==> src/rtl/mct_pkg.sv <==
`timescale 1ns/1ps
package mct_pkg;
  localparam int BUS_W = 32;
  localparam int PS_W  = 8;

  typedef enum logic [1:0] {
    SRC_STOP = 2'b00,
    SRC_SYS  = 2'b01,
    SRC_DIV  = 2'b10,
    SRC_PIN  = 2'b11
  } src_e;

  // bit 0 = rising edge selected, bit 1 = falling edge selected
  typedef enum logic [1:0] {
    EDGE_NONE = 2'b00,
    EDGE_RISE = 2'b01,
    EDGE_FALL = 2'b10,
    EDGE_BOTH = 2'b11
  } edge_e;

  typedef struct packed {
    logic [PS_W-1:0] presc;    // 15:8
    edge_e           cap_edge; // 7:6
    logic            toggle;   // 5
    logic            ref_irq;  // 4
    logic            restart;  // 3
    src_e            src;      // 2:1
    logic            run;      // 0
  } mode_t;

  localparam logic [1:0] WORD_CTRL = 2'd0;
  localparam logic [1:0] WORD_REF  = 2'd1;
  localparam logic [1:0] WORD_CAP  = 2'd2;
  localparam logic [1:0] WORD_CNT  = 2'd3;

  localparam int EV_CAP = 0;
  localparam int EV_REF = 1;
endpackage

==> src/rtl/mct_pin_sync.sv <==
`timescale 1ns/1ps
module mct_pin_sync #(
  parameter int STAGES = 2
) (
  input  logic clk,
  input  logic rst,
  input  logic pin,
  output logic rise,
  output logic fall
);
  logic [STAGES-1:0] sync_q;
  logic              last_q;
  logic              level;

  always_ff @(posedge clk) begin
    if (rst) begin
      sync_q <= '0;
      last_q <= 1'b0;
    end else begin
      sync_q <= {sync_q[STAGES-2:0], pin};
      last_q <= sync_q[STAGES-1];
    end
  end

  assign level = sync_q[STAGES-1];
  assign rise  = level & ~last_q;
  assign fall  = ~level & last_q;

  // an edge cannot be reported twice in a row from a single transition
  AST_EDGE_SINGLE: assert property (@(posedge clk) disable iff (rst)
    rise |=> !rise);
endmodule

==> src/rtl/mct_tick_gen.sv <==
`timescale 1ns/1ps
module mct_tick_gen
  import mct_pkg::*;
#(
  parameter int PSW   = PS_W,
  parameter int DIV_N = 16
) (
  input  logic           clk,
  input  logic           rst,
  input  logic           run,
  input  logic           clr,
  input  src_e           src,
  input  logic           pin_rise,
  input  logic [PSW-1:0] presc,
  output logic           tick
);
  localparam int DIV_W = (DIV_N > 1) ? $clog2(DIV_N) : 1;
  localparam logic [DIV_W-1:0] DIV_LAST = DIV_W'(DIV_N - 1);

  logic [DIV_W-1:0] div_q;
  logic             div_pulse;
  logic             src_pulse;
  logic [PSW-1:0]   pre_q;

  always_ff @(posedge clk) begin
    if (rst || !run) div_q <= '0;
    else if (div_q == DIV_LAST) div_q <= '0;
    else div_q <= div_q + DIV_W'(1);
  end

  assign div_pulse = (div_q == DIV_LAST);

  always_comb begin
    case (src)
      SRC_SYS:  src_pulse = 1'b1;
      SRC_DIV:  src_pulse = div_pulse;
      SRC_PIN:  src_pulse = pin_rise;
      default:  src_pulse = 1'b0;
    endcase
  end

  always_ff @(posedge clk) begin
    if (rst || !run || clr) begin
      pre_q <= '0;
      tick  <= 1'b0;
    end else begin
      tick <= 1'b0;
      if (src_pulse) begin
        if (pre_q >= presc) begin
          pre_q <= '0;
          tick  <= 1'b1;
        end else begin
          pre_q <= pre_q + PSW'(1);
        end
      end
    end
  end

  AST_NO_TICK_STOPPED: assert property (@(posedge clk) disable iff (rst)
    (src == SRC_STOP) |=> !tick);
  AST_PRESC_GAP: assert property (@(posedge clk) disable iff (rst)
    tick |=> (!tick || $past(presc) == '0));
endmodule

==> src/rtl/mct_core.sv <==
`timescale 1ns/1ps
module mct_core #(
  parameter int CNT_W    = 32,
  parameter int NARROW_W = 16
) (
  input  logic             clk,
  input  logic             rst,
  input  logic             run,
  input  logic             tick,
  input  logic             cnt_clr,
  input  logic             restart,
  input  logic             narrow,
  input  logic             toggle,
  input  logic [CNT_W-1:0] ref_val,
  input  logic             cap_fire,
  output logic [CNT_W-1:0] cnt,
  output logic [CNT_W-1:0] cap,
  output logic             match_hit,
  output logic             tout
);
  localparam logic [CNT_W-1:0] NARROW_MASK = CNT_W'({NARROW_W{1'b1}});

  logic [CNT_W-1:0] mask;
  logic [CNT_W-1:0] ref_cmp;
  logic [CNT_W-1:0] cnt_inc;
  logic [CNT_W-1:0] cnt_nxt;
  logic             at_ref;
  logic             tog_q;
  logic             pulse_q;

  assign mask    = narrow ? NARROW_MASK : '1;
  assign ref_cmp = ref_val & mask;
  assign cnt_inc = (cnt + CNT_W'(1)) & mask;
  assign at_ref  = (cnt == ref_cmp);
  assign cnt_nxt = (restart && at_ref) ? '0 : cnt_inc;
  assign match_hit = run && tick && !cnt_clr && (cnt_nxt == ref_cmp);

  always_ff @(posedge clk) begin
    if (rst || !run)  cnt <= '0;
    else if (cnt_clr) cnt <= '0;
    else if (tick)    cnt <= cnt_nxt;
  end

  always_ff @(posedge clk) begin
    if (rst)           cap <= '0;
    else if (cap_fire) cap <= cnt;
  end

  always_ff @(posedge clk) begin
    if (rst || !run) begin
      tog_q   <= 1'b0;
      pulse_q <= 1'b0;
    end else begin
      pulse_q <= match_hit;
      if (match_hit) tog_q <= ~tog_q;
    end
  end

  assign tout = toggle ? tog_q : pulse_q;

  AST_IDLE_WHEN_OFF: assert property (@(posedge clk) disable iff (rst)
    !run |=> (cnt == '0 && !tout));
  AST_HOLD_NO_TICK: assert property (@(posedge clk) disable iff (rst)
    (run && !tick && !cnt_clr) |=> $stable(cnt));
  AST_RESTART_ZERO: assert property (@(posedge clk) disable iff (rst)
    (tick && restart && at_ref && !cnt_clr) |=> (cnt == '0));
  AST_CAP_STABLE: assert property (@(posedge clk) disable iff (rst)
    !cap_fire |=> $stable(cap));
  AST_CLEAR_ZERO: assert property (@(posedge clk) disable iff (rst)
    cnt_clr |=> (cnt == '0));
endmodule

==> src/rtl/mct_timer.sv <==
`timescale 1ns/1ps
module mct_timer
  import mct_pkg::*;
#(
  parameter int CNT_W       = 32,
  parameter int DIV_N       = 16,
  parameter int SYNC_STAGES = 2,
  parameter int NARROW_W    = 16
) (
  input  logic             clk,
  input  logic             rst,
  input  logic [1:0]       addr,
  input  logic             wr_en,
  input  logic [3:0]       wr_strb,
  input  logic [BUS_W-1:0] wr_data,
  input  logic             rd_en,
  output logic [BUS_W-1:0] rd_data,
  input  logic             tin,
  output logic             tout,
  output logic             irq,
  output logic             dma_req
);
  localparam int NBYTE = BUS_W / 8;

  logic [15:0]      mode_q;
  mode_t            mode;
  logic [7:0]       ext_q;
  logic [1:0]       ev_q;
  logic [1:0]       ev_nxt;
  logic [BUS_W-1:0] ref_q;
  logic [CNT_W-1:0] cnt;
  logic [CNT_W-1:0] cap;
  logic             cnt_clr;
  logic             wr_ctrl;
  logic             wr_ref;
  logic             pin_rise;
  logic             pin_fall;
  logic             tick;
  logic             match_hit;
  logic             cap_fire;
  logic             narrow;
  logic             dma_sel;
  logic             unused_wr_bits;

  assign mode    = mode_t'(mode_q);
  assign narrow  = ext_q[0];
  assign dma_sel = ext_q[7];
  assign wr_ctrl = wr_en && (addr == WORD_CTRL);
  assign wr_ref  = wr_en && (addr == WORD_REF);
  assign cnt_clr = wr_en && (addr == WORD_CNT) && (|wr_strb);
  assign unused_wr_bits = ^wr_data[31:26];

  // control word: mode halfword, extension byte, event byte (write-one-to-clear)
  always_ff @(posedge clk) begin
    if (rst) begin
      mode_q <= '0;
      ext_q  <= '0;
    end else if (wr_ctrl) begin
      if (wr_strb[0]) mode_q[7:0]  <= wr_data[7:0];
      if (wr_strb[1]) mode_q[15:8] <= wr_data[15:8];
      if (wr_strb[2]) ext_q        <= wr_data[23:16];
    end
  end

  genvar gb;
  generate
    for (gb = 0; gb < NBYTE; gb++) begin : g_ref_byte
      always_ff @(posedge clk) begin
        if (rst) ref_q[8*gb +: 8] <= '0;
        else if (wr_ref && wr_strb[gb]) ref_q[8*gb +: 8] <= wr_data[8*gb +: 8];
      end
    end
  endgenerate

  mct_pin_sync #(.STAGES(SYNC_STAGES)) u_sync (
    .clk  (clk),
    .rst  (rst),
    .pin  (tin),
    .rise (pin_rise),
    .fall (pin_fall)
  );

  mct_tick_gen #(.PSW(PS_W), .DIV_N(DIV_N)) u_tick (
    .clk      (clk),
    .rst      (rst),
    .run      (mode.run),
    .clr      (cnt_clr),
    .src      (mode.src),
    .pin_rise (pin_rise),
    .presc    (mode.presc),
    .tick     (tick)
  );

  assign cap_fire = mode.run &&
                    ((pin_rise && mode.cap_edge[0]) || (pin_fall && mode.cap_edge[1]));

  mct_core #(.CNT_W(CNT_W), .NARROW_W(NARROW_W)) u_core (
    .clk       (clk),
    .rst       (rst),
    .run       (mode.run),
    .tick      (tick),
    .cnt_clr   (cnt_clr),
    .restart   (mode.restart),
    .narrow    (narrow),
    .toggle    (mode.toggle),
    .ref_val   (ref_q[CNT_W-1:0]),
    .cap_fire  (cap_fire),
    .cnt       (cnt),
    .cap       (cap),
    .match_hit (match_hit),
    .tout      (tout)
  );

  always_comb begin
    ev_nxt = ev_q;
    if (wr_ctrl && wr_strb[3]) ev_nxt = ev_nxt & ~wr_data[25:24];
    if (cap_fire)  ev_nxt[EV_CAP] = 1'b1;
    if (match_hit) ev_nxt[EV_REF] = 1'b1;
  end

  always_ff @(posedge clk) begin
    if (rst) begin
      ev_q    <= '0;
      dma_req <= 1'b0;
    end else begin
      ev_q    <= ev_nxt;
      dma_req <= match_hit && mode.ref_irq && dma_sel;
    end
  end

  assign irq = ev_q[EV_REF] && mode.ref_irq && !dma_sel;

  always_ff @(posedge clk) begin
    if (rst) begin
      rd_data <= '0;
    end else if (rd_en) begin
      case (addr)
        WORD_CTRL: rd_data <= {6'b0, ev_q, ext_q, mode_q};
        WORD_REF:  rd_data <= ref_q;
        WORD_CAP:  rd_data <= BUS_W'(cap);
        default:   rd_data <= BUS_W'(cnt);
      endcase
    end
  end

  AST_MATCH_FLAG: assert property (@(posedge clk) disable iff (rst)
    match_hit |=> ev_q[EV_REF]);
  AST_CAP_FLAG: assert property (@(posedge clk) disable iff (rst)
    cap_fire |=> ev_q[EV_CAP]);
  AST_CAP_FLAG_KEEP: assert property (@(posedge clk) disable iff (rst)
    (ev_q[EV_CAP] && !(wr_ctrl && wr_strb[3] && wr_data[24])) |=> ev_q[EV_CAP]);
  AST_DMA_ONLY_MATCH: assert property (@(posedge clk) disable iff (rst)
    dma_req |-> $past(match_hit));
endmodule

==> config.mk <==
export PLATFORM = sky130hd
export DESIGN_NAME = mct_timer
export DESIGN_NICKNAME = d
export VERILOG_FILES = /design/src/rtl/mct_pkg.sv /design/src/rtl/mct_pin_sync.sv /design/src/rtl/mct_tick_gen.sv /design/src/rtl/mct_core.sv /design/src/rtl/mct_timer.sv
export SDC_FILE = /design/constraint.sdc
export NUM_CORES = 1
export LEC_CHECK = 0
export BUFFER_PORTS_ARGS = -buffer_cell sky130_fd_sc_hd__buf_2
export CORE_UTILIZATION = 54
export CTS_CLUSTER_SIZE = 8
export DETAILED_ROUTE_END_ITERATION = 10
export PLACE_DENSITY = 0.73
export SYNTH_ARGS = -nofsm -noshare
export SYNTH_HDL_FRONTEND = slang
export SYNTH_SLANG_ARGS = --single-unit
export TNS_END_PERCENT = 5
==> constraint.sdc <==
create_clock -name clk -period 3.5 [get_ports clk]
set_input_delay 0.35 -clock clk [delete_from_list [all_inputs] [get_ports clk]]
set_output_delay 0.35 -clock clk [all_outputs]
set_load 0.02 [all_outputs]
==> results.yml, run 1 <==
outcome:
  status: "finished clean"
critical_path:
  critPathRequiredTime_ns: 3.88
  worst-path-buf-inv: 1
  arrival_ns: 3.66
  crit_chain: "ha_1 -> and3_1 -> nand3_1 -> buf_4 -> nor4_1 -> xor2_1 -> o211a_1 -> o21ai_0 -> a21oi_1 -> nor4b_2 -> mux2i_1"
  startpoint_type: "register"
  crit_fanout: 10
  crit_type: "register to register"
  critPathSlowestCell: "dfxtp_1"
  critical_path.top_delay_family: "simple AND/OR/NAND/NOR gates"
  crit_path_end_kind: "register"
  cpPeakStageDelay_ns: 0.40
die:
  io_pins: 78
  die_area_um2: 18920
  die-height_um: 137.5
  rows: 49
  chipWidth_um: 137.5
  start_util: 0.5523
  core-area_um2: 17960
drt:
  num_vias: 9494
  wl_um: 31960
  wl_per_cell_um: 21.45
  first_pass_iters: 5
  via_per_inst: 6.372
  drcViolationCount: 0
  ant_nets: 0
  drt_iter0_markers: 1116
yosys:
  synth_edf_count: 0
  synth.net_count: 1248
  yosys.area.top_type: "dfxtp_1"
  async_flop_share: 0
  synth_area_leaders: "dfxtp_1, nand2_1, mux4_2"
  postSynthAreaPerCell_um2: 8.309
  synth_common_cells: "nand2_1, dfxtp_1, nor2_1, a21oi_1, mux2i_1"
  synth_cells: 1194
  synth_top_flop_cell: "dfxtp_1"
  ys_ff_latch: 173
  synth_area_um2: 9921
  netlist.area_leader.share: 0.3491
  synth.most_common_cell: "nand2_1"
  yosys_warnings: 0
  yosysUniqueCellTypes: 77
  seq_area_frac_synth: 0.3491
placement:
  hpwlAfterDp_um: 23630
  place_congestion: 1.019
  portBuffers: 77
  place_ws_ns: 0.2969
timing:
  setup_viol: 0
  drv_slew: 0
  worstMarginPinSlew_ns: 0.9558
  rsz0062_at_grt: "no"
  slew_headroom: 0.3628
  max_freq_mhz: 305.0
  setup_tns_ns: 0
  final.min_clock_period_ns: 3.279
  hold_violations: 0
  fin_crit_sh: 0.9368
  layout_setup_ws_ns: 0.2212
  clock_skew_ns: 0.009854
clock_tree:
  cts_buffers: 17
  cts_setup_buffers: 0
  hold_buffers: 0
  htreeDepth: 4
  cts-root-buf: "clkbuf_16"
  clock_latency_ns: 0.44
  cts_num_sinks: 173
  cts-resized-gates: 0
  cts_buffer_depth: 2
  clk_pin_slew_worst_paths_ns: 0.08
  cts_tree: "yes"
pwr:
  p_leak_nw: 4.373
  power.density_nw_per_um2: 375.3
  peakVddDrop_uv: 440.0
global_route:
  antenna_found_initial: 0
  grt_pass1_wl_um: 48360
  grt_max_degree: 68
  grt_pass1_vias: 8513
  overflow: 0
  track_usage: 0.3451
layout:
  fin_util: 0.6207
  final_nets: 1303
  antenna_cells: 0
  multiInputGateArea_um2: 5921
  regArea_um2: 3463
  drive_gt1_frac: 0.1697
  synthToLayoutAreaGrowth_pct: 12.40
  fillCellCount: 1598
hold_path:
  holdCritPathClass: "primary input to register"
flow_run:
  max_cap_viol_count: 0
## worst register-to-register path: stages (launching register included)
cell     delay, ns
dfxtp_1       0.40
ha_1          0.35
and3_1        0.36
nand3_1       0.18
buf_4         0.22
nor4_1        0.38
xor2_1        0.38
o211a_1       0.21
o21ai_0       0.13
a21oi_1       0.17
nor4b_2       0.25
mux2i_1       0.20
## final cells by class
type,instances,share of cell area
Inverter,22,0.007406
Clock inverter,14,0.01335
Tap cell,229,0.02570
Clock buffer,17,0.03815
Timing Repair Buffer,135,0.07383
Sequential cell,173,0.3106
Multi-Input combinational cell,900,0.5310
## path summary, 6_finish.rpt
check / start / end / slack (ns) / depth (start not counted)
setup / recovery: u_core.cnt[1] / u_core.tog_q / 0.22 / 11
hold / removal: tin / u_sync.sync_q[0] / 0.11 / 2
setup reg to reg: u_core.cnt[1] / u_core.tog_q / 0.22 / 11
hold reg to reg: u_sync.sync_q[0] / u_sync.sync_q[1] / 0.46 / 1
## cell families after synthesis
kind of cell,Yosys count,share of synthesized area
DFF,173,0.3491
buffers and inverters,121,0.05524
xor gates and xnor gates,57,0.05587
muxes,89,0.1232
and+or+nand+nor,499,0.2442
adders and majority gates,11,0.01387
AOI/OAI and AO/OA,244,0.1585
## per-layer routing
metal,up-vias,GRT usage,routed length (um)
li1,4366,-,-
met3,64,0.09124,3312
met4,0,0.1123,742
met2,513,0.5123,13890
met5,-,0,0
met1,4551,0.4826,14020
## where the power goes
part / internal, mW / switching (mW)
Sequential: 1.99 / 0.0259
Clock: 0.947 / 0.925
Combinational: 0.118 / 0.183
## flip-flops by register name (all words and copies together) (netlist names), 2 cells and up
name,count
ext_q,8
mode,16
ev_q,2
u_tick.pre_q,8
u_tick.div_q,4
ref_q,32
u_sync.sync_q,2
rd_data,32
u_core.cnt,32
u_core.cap,32
## cell usage in the layout, fill, tap and decap left out, types with 16 or more instances in the layout
cell type	count
dfxtp_1	173
a21oi_1	104
xor2_1	32
nor3_1	21
buf_4	59
inv_1	22
nor4_1	16
mux2i_1	58
o21ai_0	33
nand2b_1	18
mux4_2	26
xnor2_1	21
buf_2	76
nand2_1	185
clkbuf_16	17
nor2_1	131
nand3_1	24
## per-stage QoR
| step | hold slack (ns) | cell area, um^2 | total power [mW] | instances |
|---|---|---|---|---|
| 5_1_grt | 0.1146 | 11150 | 4.320 | 1490 |
| 2_1_floorplan | 0.4138 | 9921 | 2.242 | 1194 |
| 4_1_cts | 0.1048 | 11150 | 4.204 | 1490 |
| 6_report | 0.1115 | 11150 | 4.185 | 1490 |
| 3_3_place_gp | 0.4361 | 10580 | 2.353 | 1459 |
| 3_5_place_dp | 0.4416 | 10580 | 2.353 | 1459 |
No activity file was read; power rests on OpenSTA's default activity.
==> run 2, diff against run 1 <==
--- a/config.mk
+++ b/config.mk
@@ -6,10 +6,12 @@
 export NUM_CORES = 1
 export LEC_CHECK = 0
 export BUFFER_PORTS_ARGS = -buffer_cell sky130_fd_sc_hd__buf_2
-export CORE_UTILIZATION = 54
+export CELL_PAD_IN_SITES_DETAIL_PLACEMENT = 0
+export CELL_PAD_IN_SITES_GLOBAL_PLACEMENT = 1
+export CORE_UTILIZATION = 46
 export CTS_CLUSTER_SIZE = 8
 export DETAILED_ROUTE_END_ITERATION = 10
-export PLACE_DENSITY = 0.73
+export PLACE_DENSITY_LB_ADDON = 0.1
 export SYNTH_ARGS = -nofsm -noshare
 export SYNTH_HDL_FRONTEND = slang
 export SYNTH_SLANG_ARGS = --single-unit
==> run 2 against run 1 <==
Die area up 17%. Clock-buffer cell count grew 1. Non-clock buffer count rose by 13. Via count is 2.6% lower. Combinational power hardly changed. Routed wire length rose by 2.9%. Register-to-register slack worse by 0.11 ns. Worst setup slack got worse by 0.11 ns. Global-route usage down 4.6 points. Highest routed layer unchanged. Sequential share of layout area decreased by 0.53 points. Largest cell class unchanged. Clock power is 4% higher. Flip-flop and latch count is the same.
==> results.yml, run 2 (synthesis results as in run 1) <==
clock_tree:
  cts_buffer_depth: 2
  cts_tree: "yes"
  htreeDepth: 4
  cts_buffers: 17
  cts-root-buf: "clkbuf_16"
  cts_num_sinks: 173
  clk_pin_slew_worst_paths_ns: 0.08
  clock_latency_ns: 0.44
timing:
  worstMarginPinSlew_ns: 0.9908
  drv_slew: 0
  rsz0062_at_grt: "no"
  clock_skew_ns: 0.01173
  max_freq_mhz: 295.4
  final.min_clock_period_ns: 3.385
  hold_violations: 0
  fin_crit_sh: 0.9672
  slew_headroom: 0.3395
  setup_viol: 0
  setup_tns_ns: 0
die:
  die-height_um: 148.9
  die_area_um2: 22160
  start_util: 0.4705
  core-area_um2: 21090
  io_pins: 78
  chipWidth_um: 148.9
  rows: 53
pwr:
  net-switching-power_mw: 1.187
  power_frac_comb: 0.071
  sw_frac_of_total: 0.2785
  power.density_nw_per_um2: 375.4
  clkPwrFrac: 0.457
  pwr-share-seq: 0.472
  p_leak_nw: 4.473
  peakVddDrop_uv: 336.3
  internal_power_mw: 3.076
placement:
  portBuffers: 77
  hpwlAfterDp_um: 24740
  place_area_um2: 10720
  place_congestion: 0.9199
  placedCellCount: 1516
hold_path:
  holdCritPathClass: "primary input to register"
  min_delay_path_depth: 2
drt:
  num_vias: 9248
  ant_nets: 0
  drt_iter0_markers: 792
  via_per_inst: 5.966
  first_pass_iters: 5
  wl_um: 32890
  wl_per_cell_um: 21.22
  drcViolationCount: 0
critical_path:
  crit_fanout: 10
  startpoint_type: "register"
  crit_chain: "buf_4 -> nor2_1 -> o21ai_0 -> a222oi_1 -> and4_1 -> a21oi_1 -> o21a_1 -> nor4_1 -> nand4_1 -> nor3_2"
  cpPeakStageDelay_ns: 0.57
  critPathSlowestCell: "and4_1"
  arrival_ns: 3.75
  crit_path_end_kind: "register"
  reg2reg_depth: 10
  critPathRequiredTime_ns: 3.87
  crit_type: "register to register"
layout:
  fin_cells: 1550
  antenna_cells: 0
  stdcell_area_um2: 11360
  fillCellCount: 2075
  final_nets: 1316
  final_common_cell: "nand2_1"
  layout_common_cells: "nand2_1, dfxtp_1, nor2_1"
  drive_gt1_frac: 0.1835
  multiInputGateArea_um2: 5943
  regArea_um2: 3467
  synthToLayoutAreaGrowth_pct: 14.47
global_route:
  grt_pass1_wl_um: 50160
  grtUsageMet1: 0.4669
  antenna_found_initial: 0
  grt_max_degree: 78
  grt_use_met3: 0.03976
  grt_pass1_vias: 8262
  grt_busiest_layer: "met1"
  track_usage: 0.2990
  overflow: 0
  met2_usage: 0.4266
flow_run:
  max_cap_viol_count: 0
outcome:
  status: "finished clean"
-- run 2: cell count changes in the layout (fill, tap and decap cells not counted), moves of 2 or more --
cell,before,now
inv_6,1,3
buf_4,59,72
clkinv_8,2,4
dfxtp_2,0,3
clkinv_4,5,1
dfxtp_1,173,170
-- run 2: power groups by stage --
stage	logic (mW)	clock network (mW)	registers, mW
finish	0.302	1.95	2.01
detailed placement	0.299	0	2.06
global placement	0.301	0	2.06
CTS	0.301	1.98	2.01
floorplan	0.189	0	2.05
global route	0.325	2.05	2.01
-- run 2: through the flow --
step / utilization / setup slack, ns / power, mW / hold WS [ns]
6_report: 0.5385 / 0.1149 / 4.263 / 0.1180
5_1_grt: 0.5385 / 0.004994 / 4.387 / 0.1137
4_1_cts: 0.5365 / 0.03365 / 4.292 / 0.1034
3_5_place_dp: 0.5082 / 0.05892 / 2.356 / 0.4491
3_3_place_gp: 0.5082 / 0.09031 / 2.357 / 0.4231
2_1_floorplan: - / 0.6199 / 2.242 / 0.4138
-- run 2: layer usage --
layer	part of all wire	vias up	wire [um]
met1	0.50	4477	16380
met5	0	-	0
li1	-	4400	-
met2	0.42	336	13880
met3	0.066	35	2157
met4	0.014	0	470
-- run 2: final timing paths --
kind | from | endpoint | slack, ns
setup / recovery | u_core.cnt[28] | dma_req | 0.11
hold / removal | tin | u_sync.sync_q[0] | 0.12
setup reg to reg | u_core.cnt[28] | dma_req | 0.11
hold reg to reg | u_sync.sync_q[0] | u_sync.sync_q[1] | 0.46
-- run 2: timing repair --
action,4_1_cts,5_1_grt
hold endpoints to repair,0,0
setup endpoints to repair,0,7
gates resized for setup,0,9
hold buffers,0,0
buffers inserted,0,2
-- run 2: layout make-up --
cell class / instances / area share
clock buffers: 18 / 0.03779
clock inverters: 14 / 0.01487
inverters: 22 / 0.007272
multi-input cells: 900 / 0.5234
flip-flops and latches: 173 / 0.3053
well taps: 275 / 0.03030
repair buffers: 148 / 0.08109
-- run 2: critical path: cells and delay by family, from the launching register on --
kind                   cells  cell delay (ns)
and+or+nand+nor            5             1.45
DFF                        1             0.44
buffers and inverters      1             0.21
AOI/OAI and AO/OA          4             1.20
==> run 3, diff against run 2 <==
--- a/config.mk
+++ b/config.mk
@@ -8,7 +8,7 @@
 export BUFFER_PORTS_ARGS = -buffer_cell sky130_fd_sc_hd__buf_2
 export CELL_PAD_IN_SITES_DETAIL_PLACEMENT = 0
 export CELL_PAD_IN_SITES_GLOBAL_PLACEMENT = 1
-export CORE_UTILIZATION = 46
+export CORE_UTILIZATION = 49
 export CTS_CLUSTER_SIZE = 8
 export DETAILED_ROUTE_END_ITERATION = 10
 export PLACE_DENSITY_LB_ADDON = 0.1
==> constraint.sdc (replaced) <==
create_clock -name clk -period 4.2 [get_ports clk]
set_input_delay 0.42 -clock clk [delete_from_list [all_inputs] [get_ports clk]]
set_output_delay 0.42 -clock clk [all_outputs]
set_load 0.02 [all_outputs]
==> run 3 against run 2 <==
Die area shrank 6.0%. Clock power shrank 16%. Highest routed layer unchanged. Worst setup slack gained 0.50 ns. Via count shrank 2.1%. Flip-flop and latch count is the same. First-iteration DRC count grew 9.0%. Combinational power shrank 20%.
==> results.yml, run 3 (synthesis results as in run 1) <==
critical_path:
  critPathSlowestCell: "or4_1"
  arrival_ns: 3.94
  startpoint_type: "register"
  crit_type: "register to register"
  cpPeakStageDelay_ns: 0.66
  crit_top_cell: "nand3_1"
  crit_chain: "ha_1 -> and3_1 -> nand3_1 -> or4_1 -> nand3_1 -> o211ai_1 -> nor4b_2 -> a41o_1 -> nand4_1 -> nor3_2"
  crit_path_end_kind: "register"
  crit_fanout: 10
  critPathRequiredTime_ns: 4.56
clock_tree:
  clk_pin_slew_worst_paths_ns: 0.08
  cts_setup_buffers: 0
  htreeDepth: 4
  cts-root-buf: "clkbuf_16"
  cts_num_sinks: 173
  hold_buffers: 0
  clock_latency_ns: 0.44
  cts_tree: "yes"
  cts-resized-gates: 0
  cts_buffer_depth: 2
  cts_buffers: 17
timing:
  rsz0062_at_grt: "no"
  worstMarginPinSlew_ns: 0.9877
  layout_setup_ws_ns: 0.6187
  setup_tns_ns: 0
  fin_crit_sh: 0.8527
  drv_slew: 0
  worst_hold_slack_ns: 0.1849
  setup_viol: 0
  clock_skew_ns: 0.01306
  max_freq_mhz: 279.2
  hold_violations: 0
  slew_headroom: 0.3415
  final.min_clock_period_ns: 3.581
drt:
  drt_iter0_markers: 863
  via_per_inst: 6.058
  ant_nets: 0
  wl_um: 31020
  first_pass_iters: 5
  num_vias: 9057
  wl_per_cell_um: 20.75
  drcViolationCount: 0
global_route:
  met2_usage: 0.4357
  overflow: 0
  track_usage: 0.3038
  grt_max_degree: 67
  grt_use_met3: 0.05894
  antenna_found_initial: 1
  grt_busiest_layer: "met1"
  grt_pass1_wl_um: 47340
  grt_pass1_vias: 8126
  grtUsageMet1: 0.4550
die:
  core-area_um2: 19650
  start_util: 0.5048
  die-height_um: 144.3
  die_area_um2: 20820
  rows: 51
  chipWidth_um: 144.3
  io_pins: 78
pwr:
  peakVddDrop_uv: 268.2
  pwr-share-seq: 0.473
  clkPwrFrac: 0.460
  power_frac_comb: 0.068
  net-switching-power_mw: 0.9335
  sw_frac_of_total: 0.2629
  p_leak_nw: 4.224
  power.density_nw_per_um2: 323.2
  internal_power_mw: 2.617
placement:
  place_congestion: 0.9687
  place_ws_ns: 0.6812
  portBuffers: 77
  place_area_um2: 10370
  hpwlAfterDp_um: 23050
layout:
  synthToLayoutAreaGrowth_pct: 10.75
  final_nets: 1270
  final_common_cell: "nand2_1"
  stdcell_area_um2: 10990
  drive_gt1_frac: 0.1481
  layout_common_cells: "nand2_1, dfxtp_1, nor2_1"
hold_path:
  holdCritPathClass: "primary input to register"
outcome:
  status: "finished clean"
flow_run:
  max_cap_viol_count: 0
==> run 3: stage by stage <==
stage | utilization | cells | power, mW
2_1_floorplan | - | 1194 | 1.868
3_3_place_gp | 0.5278 | 1462 | 1.956
3_5_place_dp | 0.5278 | 1462 | 1.954
4_1_cts | 0.5589 | 1494 | 3.573
5_1_grt | 0.5589 | 1494 | 3.664
6_report | 0.5590 | 1495 | 3.551
==> run 3: critical path: cells and delay by family (launching register included) <==
family	cells	cell delay, ns
AO/OA/AOI/OAI	2	0.33
adder cells (fa/ha/maj)	1	0.35
flip-flops	1	0.52
AND/OR/NAND/NOR	7	2.31
==> run 3: final cells by class <==
type | instances | area [um^2]
antenna | 1 | 2.502
clock buffer | 18 | 439.2
clock inverter | 14 | 171.4
fill | 1908 | 8667
inverter | 22 | 82.58
multi-input combinational | 900 | 5921
sequential | 173 | 3463
tap | 265 | 331.6
timing repair buffer | 102 | 575.6
==> run 3: routing by layer <==
| layer | share of wire | vias up | wire length (um) |
|---|---|---|---|
| met5 | 0 | - | 0 |
| met4 | 0.015 | 0 | 455 |
| met3 | 0.082 | 31 | 2546 |
| met2 | 0.42 | 355 | 13120 |
| met1 | 0.48 | 4350 | 14900 |
| li1 | - | 4321 | - |
==> run 3: worst paths after layout <==
check | startpoint | to | slack, ns | cells after the start
min reg2reg | u_sync.sync_q[0] | u_sync.sync_q[1] | 0.46 | 1
max | u_core.cnt[0] | dma_req | 0.62 | 10
max reg2reg | u_core.cnt[0] | dma_req | 0.62 | 10
min | tin | u_sync.sync_q[0] | 0.18 | 2
==> run 3: power by group through the flow <==
stage | clock network [mW] | registers [mW] | logic (mW)
after floorplan | 0 | 1.71 | 0.157
after global placement | 0 | 1.72 | 0.240
after detailed placement | 0 | 1.72 | 0.238
after CTS | 1.66 | 1.68 | 0.240
after global routing | 1.72 | 1.68 | 0.261
final | 1.63 | 1.68 | 0.241
